[config.mk]
export PLATFORM = sky130hd
export DESIGN_NAME = rx_dma_limiter
export DESIGN_NICKNAME = d
export VERILOG_FILES = /design/src/rtl/rxdl_pkg.sv /design/src/rtl/rxdl_ctrl.sv /design/src/rtl/rxdl_regs.sv /design/src/rtl/rx_dma_limiter.sv
export SDC_FILE = /design/constraint.sdc
export NUM_CORES = 1
export LEC_CHECK = 0
export BUFFER_PORTS_ARGS = -buffer_cell sky130_fd_sc_hd__buf_2
export CORE_AREA = 2 2 82 84
export DETAILED_ROUTE_END_ITERATION = 10
export DIE_AREA = 0 0 84 86
export SYNTH_ARGS = -nofsm -noshare
export SYNTH_HDL_FRONTEND = slang
export SYNTH_SLANG_ARGS = --single-unit
[constraint.sdc]
create_clock -name clk -period 3.85 [get_ports clk]
set_input_delay 1.155 -clock clk [delete_from_list [all_inputs] [get_ports clk]]
set_output_delay 1.155 -clock clk [all_outputs]
set_load 0.02 [all_outputs]
[src/rtl/rxdl_pkg.sv]
package rxdl_pkg;

    typedef enum logic [1:0] {
        ST_ARMED  = 2'd0,
        ST_ACTIVE = 2'd1,
        ST_HALT   = 2'd2
    } rxdl_st_e;

    localparam int ADDR_W = 3;

    localparam logic [ADDR_W-1:0] A_SIZE_LO = 3'd0;
    localparam logic [ADDR_W-1:0] A_SIZE_HI = 3'd1;
    localparam logic [ADDR_W-1:0] A_CNT_LO  = 3'd2;
    localparam logic [ADDR_W-1:0] A_CNT_HI  = 3'd3;
    localparam logic [ADDR_W-1:0] A_STATUS  = 3'd4;

    localparam int B_RESTART = 7;
    localparam int B_LIM_OFF = 6;

endpackage

[src/rtl/rxdl_ctrl.sv]
module rxdl_ctrl
    import rxdl_pkg::*;
#(
    parameter int SIZE_W = 14,
    parameter int CNT_W  = 16
) (
    input  logic              clk,
    input  logic              rst_n,
    input  logic              pkt_start,
    input  logic              fifo_empty,
    input  logic              head_eop,
    input  logic              dma_ack,
    input  logic              restart,
    input  logic [SIZE_W-1:0] max_size,
    input  logic              lim_dis,
    output logic              dma_req,
    output logic              evt_full,
    output logic              evt_end,
    output logic [CNT_W-1:0]  cnt_q,
    output logic              active
);

    typedef struct packed {
        rxdl_st_e         st;
        logic [CNT_W-1:0] cnt;
        logic             mid;
    } ctrl_s;

    ctrl_s r_q, r_d;

    logic             take;
    logic [CNT_W-1:0] cnt_inc;
    logic             at_cap;

    always_comb begin
        dma_req  = (r_q.st == ST_ACTIVE) && !fifo_empty;
        take     = dma_req && dma_ack;
        cnt_inc  = r_q.cnt + CNT_W'(1);
        at_cap   = !lim_dis && (cnt_inc >= CNT_W'(max_size));
        evt_end  = take && !restart && head_eop;
        evt_full = take && !restart && !head_eop && at_cap;

        r_d = r_q;
        if (restart) begin
            r_d.cnt = '0;
            r_d.mid = 1'b0;
            if (r_q.st == ST_HALT) begin
                r_d.st = r_q.mid ? ST_ACTIVE : ST_ARMED;
            end
        end else begin
            case (r_q.st)
                ST_ARMED: begin
                    if (pkt_start) r_d.st = ST_ACTIVE;
                end
                ST_ACTIVE: begin
                    if (take) begin
                        r_d.cnt = cnt_inc;
                        if (evt_end) begin
                            r_d.st  = ST_HALT;
                            r_d.mid = 1'b0;
                        end else if (evt_full) begin
                            r_d.st  = ST_HALT;
                            r_d.mid = 1'b1;
                        end
                    end
                end
                default: ;
            endcase
        end
    end

    always_ff @(posedge clk or negedge rst_n) begin
        if (!rst_n) begin
            r_q <= '{st: ST_ARMED, cnt: '0, mid: 1'b0};
        end else begin
            r_q <= r_d;
        end
    end

    assign cnt_q  = r_q.cnt;
    assign active = (r_q.st == ST_ACTIVE);

    AST_STOP_SILENT: assert property (@(posedge clk) disable iff (!rst_n)
        (evt_full || evt_end) |=> !dma_req);
    AST_HALT_HOLDS: assert property (@(posedge clk) disable iff (!rst_n)
        (!active && !restart && !pkt_start) |=> !dma_req);
    AST_CNT_STEP: assert property (@(posedge clk) disable iff (!rst_n)
        (dma_req && dma_ack && !restart) |=> (cnt_q == CNT_W'($past(cnt_q) + 1)));
    AST_CNT_STILL: assert property (@(posedge clk) disable iff (!rst_n)
        (!(dma_req && dma_ack) && !restart) |=> $stable(cnt_q));
    AST_RESTART_CLR: assert property (@(posedge clk) disable iff (!rst_n)
        restart |=> (cnt_q == '0));
    AST_ONE_STOP: assert property (@(posedge clk) disable iff (!rst_n)
        $onehot0({evt_full, evt_end}));

endmodule

[src/rtl/rxdl_regs.sv]
module rxdl_regs
    import rxdl_pkg::*;
#(
    parameter int SIZE_W     = 14,
    parameter int CNT_W      = 16,
    parameter int RESET_SIZE = 1536
) (
    input  logic              clk,
    input  logic              rst_n,
    input  logic              reg_wr,
    input  logic              reg_rd,
    input  logic [ADDR_W-1:0] reg_addr,
    input  logic [7:0]        reg_wdata,
    input  logic              evt_full,
    input  logic              evt_end,
    input  logic [CNT_W-1:0]  cnt_q,
    input  logic              active,
    output logic [SIZE_W-1:0] max_size,
    output logic              lim_dis,
    output logic              restart,
    output logic [7:0]        reg_rdata,
    output logic              flag_full,
    output logic              flag_end
);

    localparam int HI_W = SIZE_W - 8;

    typedef struct packed {
        logic [SIZE_W-1:0] size;
        logic              dis;
        logic              full;
        logic              fend;
    } regs_s;

    regs_s r_q, r_d;

    logic        wr_lo, wr_hi, clr;
    logic [15:0] cnt16;
    logic [5:0]  hi6;

    always_comb begin
        wr_lo   = reg_wr && (reg_addr == A_SIZE_LO);
        wr_hi   = reg_wr && (reg_addr == A_SIZE_HI);
        restart = wr_hi && reg_wdata[B_RESTART];
        clr     = reg_rd && (reg_addr == A_STATUS);
        cnt16   = 16'(cnt_q);
        hi6     = 6'(r_q.size[SIZE_W-1:8]);

        r_d = r_q;
        if (wr_lo) r_d.size[7:0] = reg_wdata;
        if (wr_hi) begin
            r_d.size[SIZE_W-1:8] = reg_wdata[HI_W-1:0];
            r_d.dis              = reg_wdata[B_LIM_OFF];
        end
        r_d.full = evt_full | (r_q.full & ~clr);
        r_d.fend = evt_end  | (r_q.fend & ~clr);

        case (reg_addr)
            A_SIZE_LO: reg_rdata = r_q.size[7:0];
            A_SIZE_HI: reg_rdata = {1'b0, r_q.dis, hi6};
            A_CNT_LO:  reg_rdata = cnt16[7:0];
            A_CNT_HI:  reg_rdata = cnt16[15:8];
            A_STATUS:  reg_rdata = {5'b0, active, r_q.fend, r_q.full};
            default:   reg_rdata = 8'h00;
        endcase
    end

    always_ff @(posedge clk or negedge rst_n) begin
        if (!rst_n) begin
            r_q <= '{size: SIZE_W'(RESET_SIZE), dis: 1'b0, full: 1'b0, fend: 1'b0};
        end else begin
            r_q <= r_d;
        end
    end

    assign max_size  = r_q.size;
    assign lim_dis   = r_q.dis;
    assign flag_full = r_q.full;
    assign flag_end  = r_q.fend;

    AST_FULL_STICKY: assert property (@(posedge clk) disable iff (!rst_n)
        (flag_full && !clr) |=> flag_full);
    AST_END_STICKY: assert property (@(posedge clk) disable iff (!rst_n)
        (flag_end && !clr) |=> flag_end);
    AST_READ_CLEARS: assert property (@(posedge clk) disable iff (!rst_n)
        (clr && !evt_full && !evt_end) |=> (!flag_full && !flag_end));

endmodule

[src/rtl/rx_dma_limiter.sv]
module rx_dma_limiter
    import rxdl_pkg::*;
#(
    parameter int SIZE_W     = 14,
    parameter int CNT_W      = 16,
    parameter int RESET_SIZE = 1536
) (
    input  logic       clk,
    input  logic       rst_n,
    input  logic       pkt_start,
    input  logic       fifo_empty,
    input  logic       head_eop,
    output logic       dma_req,
    input  logic       dma_ack,
    input  logic       reg_wr,
    input  logic       reg_rd,
    input  logic [2:0] reg_addr,
    input  logic [7:0] reg_wdata,
    output logic [7:0] reg_rdata,
    output logic       irq_buf_full,
    output logic       irq_xfer_end
);

    logic [SIZE_W-1:0] max_size;
    logic              lim_dis;
    logic              restart;
    logic              evt_full;
    logic              evt_end;
    logic [CNT_W-1:0]  cnt_q;
    logic              active;

    rxdl_regs #(
        .SIZE_W     (SIZE_W),
        .CNT_W      (CNT_W),
        .RESET_SIZE (RESET_SIZE)
    ) u_regs (
        .clk       (clk),
        .rst_n     (rst_n),
        .reg_wr    (reg_wr),
        .reg_rd    (reg_rd),
        .reg_addr  (reg_addr),
        .reg_wdata (reg_wdata),
        .evt_full  (evt_full),
        .evt_end   (evt_end),
        .cnt_q     (cnt_q),
        .active    (active),
        .max_size  (max_size),
        .lim_dis   (lim_dis),
        .restart   (restart),
        .reg_rdata (reg_rdata),
        .flag_full (irq_buf_full),
        .flag_end  (irq_xfer_end)
    );

    rxdl_ctrl #(
        .SIZE_W (SIZE_W),
        .CNT_W  (CNT_W)
    ) u_ctrl (
        .clk        (clk),
        .rst_n      (rst_n),
        .pkt_start  (pkt_start),
        .fifo_empty (fifo_empty),
        .head_eop   (head_eop),
        .dma_ack    (dma_ack),
        .restart    (restart),
        .max_size   (max_size),
        .lim_dis    (lim_dis),
        .dma_req    (dma_req),
        .evt_full   (evt_full),
        .evt_end    (evt_end),
        .cnt_q      (cnt_q),
        .active     (active)
    );

    AST_NO_REQ_EMPTY: assert property (@(posedge clk) disable iff (!rst_n)
        fifo_empty |-> !dma_req);

endmodule

==> flow_metrics.env <==
export IMPL_status="complete, no violations"
export IMPL_cts_repair_resize_count=0
export IMPL_synth_adder_area_share_pct=7.821
export IMPL_synth_lib_cells_used_distinct=48
export IMPL_wl_met3_um=244
export IMPL_design_portCount=30
export IMPL_m1WireLength_um=2815
export IMPL_ys_seq_elements=36
export IMPL_core_area_um2=6277
export IMPL_numPortBuffers=29
export IMPL_grt_max_degree=37
export IMPL_wl_per_cell_um=16.34
export IMPL_nets=321
export IMPL_grt_antenna_before_repair=0
export IMPL_path_type_of_the_worst_min_delay_path="reg -> reg"
export IMPL_fp_row_count=29
export IMPL_drt_antenna_violating_nets=0
export IMPL_initial_utilization_pct=38.23
export IMPL_detailroute_wirelength_met2_um=2814
export IMPL_number_of_global_route_vias_before_repair=1959
export IMPL_tightestPinTransition_ns=0.8329
export IMPL_post_route_drc_count=0
export IMPL_worstSkewPairLatency_ns=0.29
export IMPL_crit_arrival_ns=2.41
export IMPL_post_drt_via_cell_ratio=5.431
export IMPL_grt_overflow_total=0
export IMPL_syn2layout_area_growth_pct=13.61
export IMPL_postRouteWirelength_um=5949
export IMPL_finalCriticalPeriod_ns=3.560
export IMPL_die_area_um2=7224
export IMPL_die_w_um=84
export IMPL_final_setup_tns_ns=0
export IMPL_clock_tree_buffer_depth=2
export IMPL_post_cts_hold_buffer_count=0
export IMPL_maximum_achievable_frequency_mhz=280.9
export IMPL_antenna_diode_count=0
export IMPL_number_of_design_rule_violations_left_by_the_first_detailed_router_iteration=87
export IMPL_finalClockSkew_ns=0.003229
export IMPL_first_pass_grt_wire_length_um=10110
export IMPL_synth_async_reset_ratio_pct=100.0
export IMPL_groute_usage_overall_pct=17.97
export IMPL_finish_instance_area_um2=2726
export IMPL_ys_flop_type="dfrtp_1"
export IMPL_synth_warnings=0
export IMPL_setup_violations=0
export IMPL_synth_simple_gate_area_share_pct=20.65
export IMPL_num_vias=1977
export IMPL_routability_congestion_estimate=0.8679
export IMPL_fraction_of_synthesized_cell_area_in_xor_and_xnor_cells_pct=9.124
export IMPL_clk_transition_reported_paths_ns=0.07
export IMPL_muxShareOfSynthArea_pct=7.821
export IMPL_rsz0062_at_grt="no"
export IMPL_power_density_nw_per_um2=444.7
export IMPL_category_of_the_worst_setup_path_capture_point="output port"
export IMPL_p_leak_nw=1.284
export IMPL_clock_root_buffer="clkbuf_8"
export IMPL_cts_tree="done"
export IMPL_synth_fp_nets=292
export IMPL_synth_edff_count=0
export IMPL_post_synth_cell_area_avg_um2=9.302
export IMPL_hold_ws_ns=0.5158
export IMPL_die_height_um=86
export IMPL_drt_pass1_iter_count=4
export IMPL_hold_viol_final=0
export IMPL_nFillCells=645
export IMPL_h_tree_depth=2
export IMPL_placedInstanceArea_um2=2630
export IMPL_post_route_cells_drive_above_1_share_pct=20.56
export IMPL_fin_cells=364
export IMPL_critical_path_peak_fanout=14
export IMPL_synth_compound_area_share_pct=11.84
export IMPL_cts_buffers=5
export IMPL_drv_slew=0
export IMPL_share_of_the_yosys_chip_area_belonging_to_registers_pct=37.64
export IMPL_final_min_period_over_clock_period_pct=92.47
export IMPL_ir_worst_vdd_v=0.0002060
export IMPL_cts_sinks=36
export IMPL_main_combinational_cell_family_by_area_after_synthesis="simple AND/OR/NAND/NOR gates"
export IMPL_maxCapViolCount=0
export IMPL_syn_area_um2=2400
export IMPL_setup_worst_path_class="in -> out"
export IMPL_postSynthCellCount=258
export IMPL_finalCoreUtilization_pct=43.43
export IMPL_dp_cells=357
export IMPL_cts_post_setup_buffers_inserted=0
export IMPL_cp_required_ns=2.69
export IMPL_slew_headroom_pct=44.48
export IMPL_routed_top_layer="met4"
export IMPL_startpoint_type="input port"
export IMPL_place_detailed_hpwl_um=4505
## Yosys cell counts (all sizes together), types with 2 or more instances
library cell   n  share of area (%)
mux2i          3                1.3
nand2b         2               0.52
nor3b          4                1.5
dfrtp         34                 35
mux4           6                5.6
and3           4                1.0
nand3          9                1.9
nor4           3                1.0
buf            6                1.4
or3            4                1.0
nor2b          4                1.0
nand2         28                4.7
o21ai         21                4.4
nand4          4                1.0
o211ai         3               0.94
a31oi          3               0.78
ha            15                7.8
nor3           3               0.63
nor4b          2                1.4
a21o           2               0.63
a21oi          8                1.7
nor2          23                3.6
dfstp          2                2.2
and2           2               0.52
mux2           2               0.94
xor2          15                5.5
xnor2         10                3.6
inv           18                2.8
clkbuf         6               0.94
## layout make-up
cell class	instances	area [um2]	share of cell area, %
timing repair buffer	34	182.7	6.700
tap	77	96.34	3.534
inverter	18	67.56	2.478
multi-input combinational	192	1380	50.62
sequential	36	903.4	33.13
clock buffer	7	96.34	3.534
## per-stage QoR
| step | setup slack [ns] | power (mW) |
|---|---|---|
| floorplan | 0.5067 | 0.8053 |
| global placement | 0.3128 | 0.9206 |
| detailed placement | 0.2812 | 0.9318 |
| CTS | 0.2650 | 1.226 |
| global route | 0.1972 | 1.306 |
| finish | 0.2898 | 1.212 |
## placed cells by master, fill, tap and decap left out, types with 9 or more instances in the layout
| master | n |
|---|---|
| inv_1 | 17 |
| ha_1 | 15 |
| nor2_1 | 23 |
| xnor2_1 | 10 |
| buf_2 | 29 |
| xor2_1 | 15 |
| o21ai_0 | 20 |
| dfrtp_1 | 34 |
| nand3_1 | 9 |
| nand2_1 | 27 |
## routing by layer
metal	up-vias	GRT usage [%]
met1	968	24.56
li1	957	-
met3	8	3.946
met5	-	0
met4	0	5.279
met2	44	28.80
## sequential cells by signal, indices dropped and copies added (netlist names)
register and flops:
u_ctrl.cnt_q 16, u_regs.max_size 14, u_ctrl.r_q 3, u_regs.flag_end 1
u_regs.flag_full 1, u_regs.lim_dis 1
## power breakdown
group          internal [mW]  total (mW)  leakage (nW)  switching (mW)
Sequential             0.460       0.544         0.457          0.0842
Combinational          0.176       0.382         0.776           0.206
Clock                  0.159       0.286        0.0503           0.127
## cells by family after synthesis
kind of cell / Yosys count
buf+inv: 30
flops: 36
mux: 11
fa+ha+maj: 15
xor+xnor: 25
simple gates: 94
compound gates: 47
## final timing paths
| check | slack, ns | from | cells past startpoint | end |
|---|---|---|---|---|
| max reg2reg | 0.83 | u_ctrl.cnt_q[0]$_DFFE_PN0P_ | 13 | u_ctrl.r_q[18]$_DFFE_PN0P_ |
| max in group asynchronous | 2.36 | rst_n | 1 | u_ctrl.cnt_q[10]$_DFFE_PN0P_ |
| min in group asynchronous | 0.97 | rst_n | 1 | u_ctrl.cnt_q[1]$_DFFE_PN0P_ |
| min reg2reg | 0.52 | u_regs.flag_end$_DFF_PN0_ | 1 | u_regs.flag_end$_DFF_PN0_ |
| max | 0.29 | reg_addr[1] | 4 | reg_rdata[3] |
| min | 0.52 | u_regs.flag_end$_DFF_PN0_ | 1 | u_regs.flag_end$_DFF_PN0_ |
## worst max-delay path, stage by stage
cell and delay, ns:
buf_2 0.37, mux4_2 0.55, nor2b_1 0.15, buf_2 0.17
No activity file was read; power rests on OpenSTA's default activity.
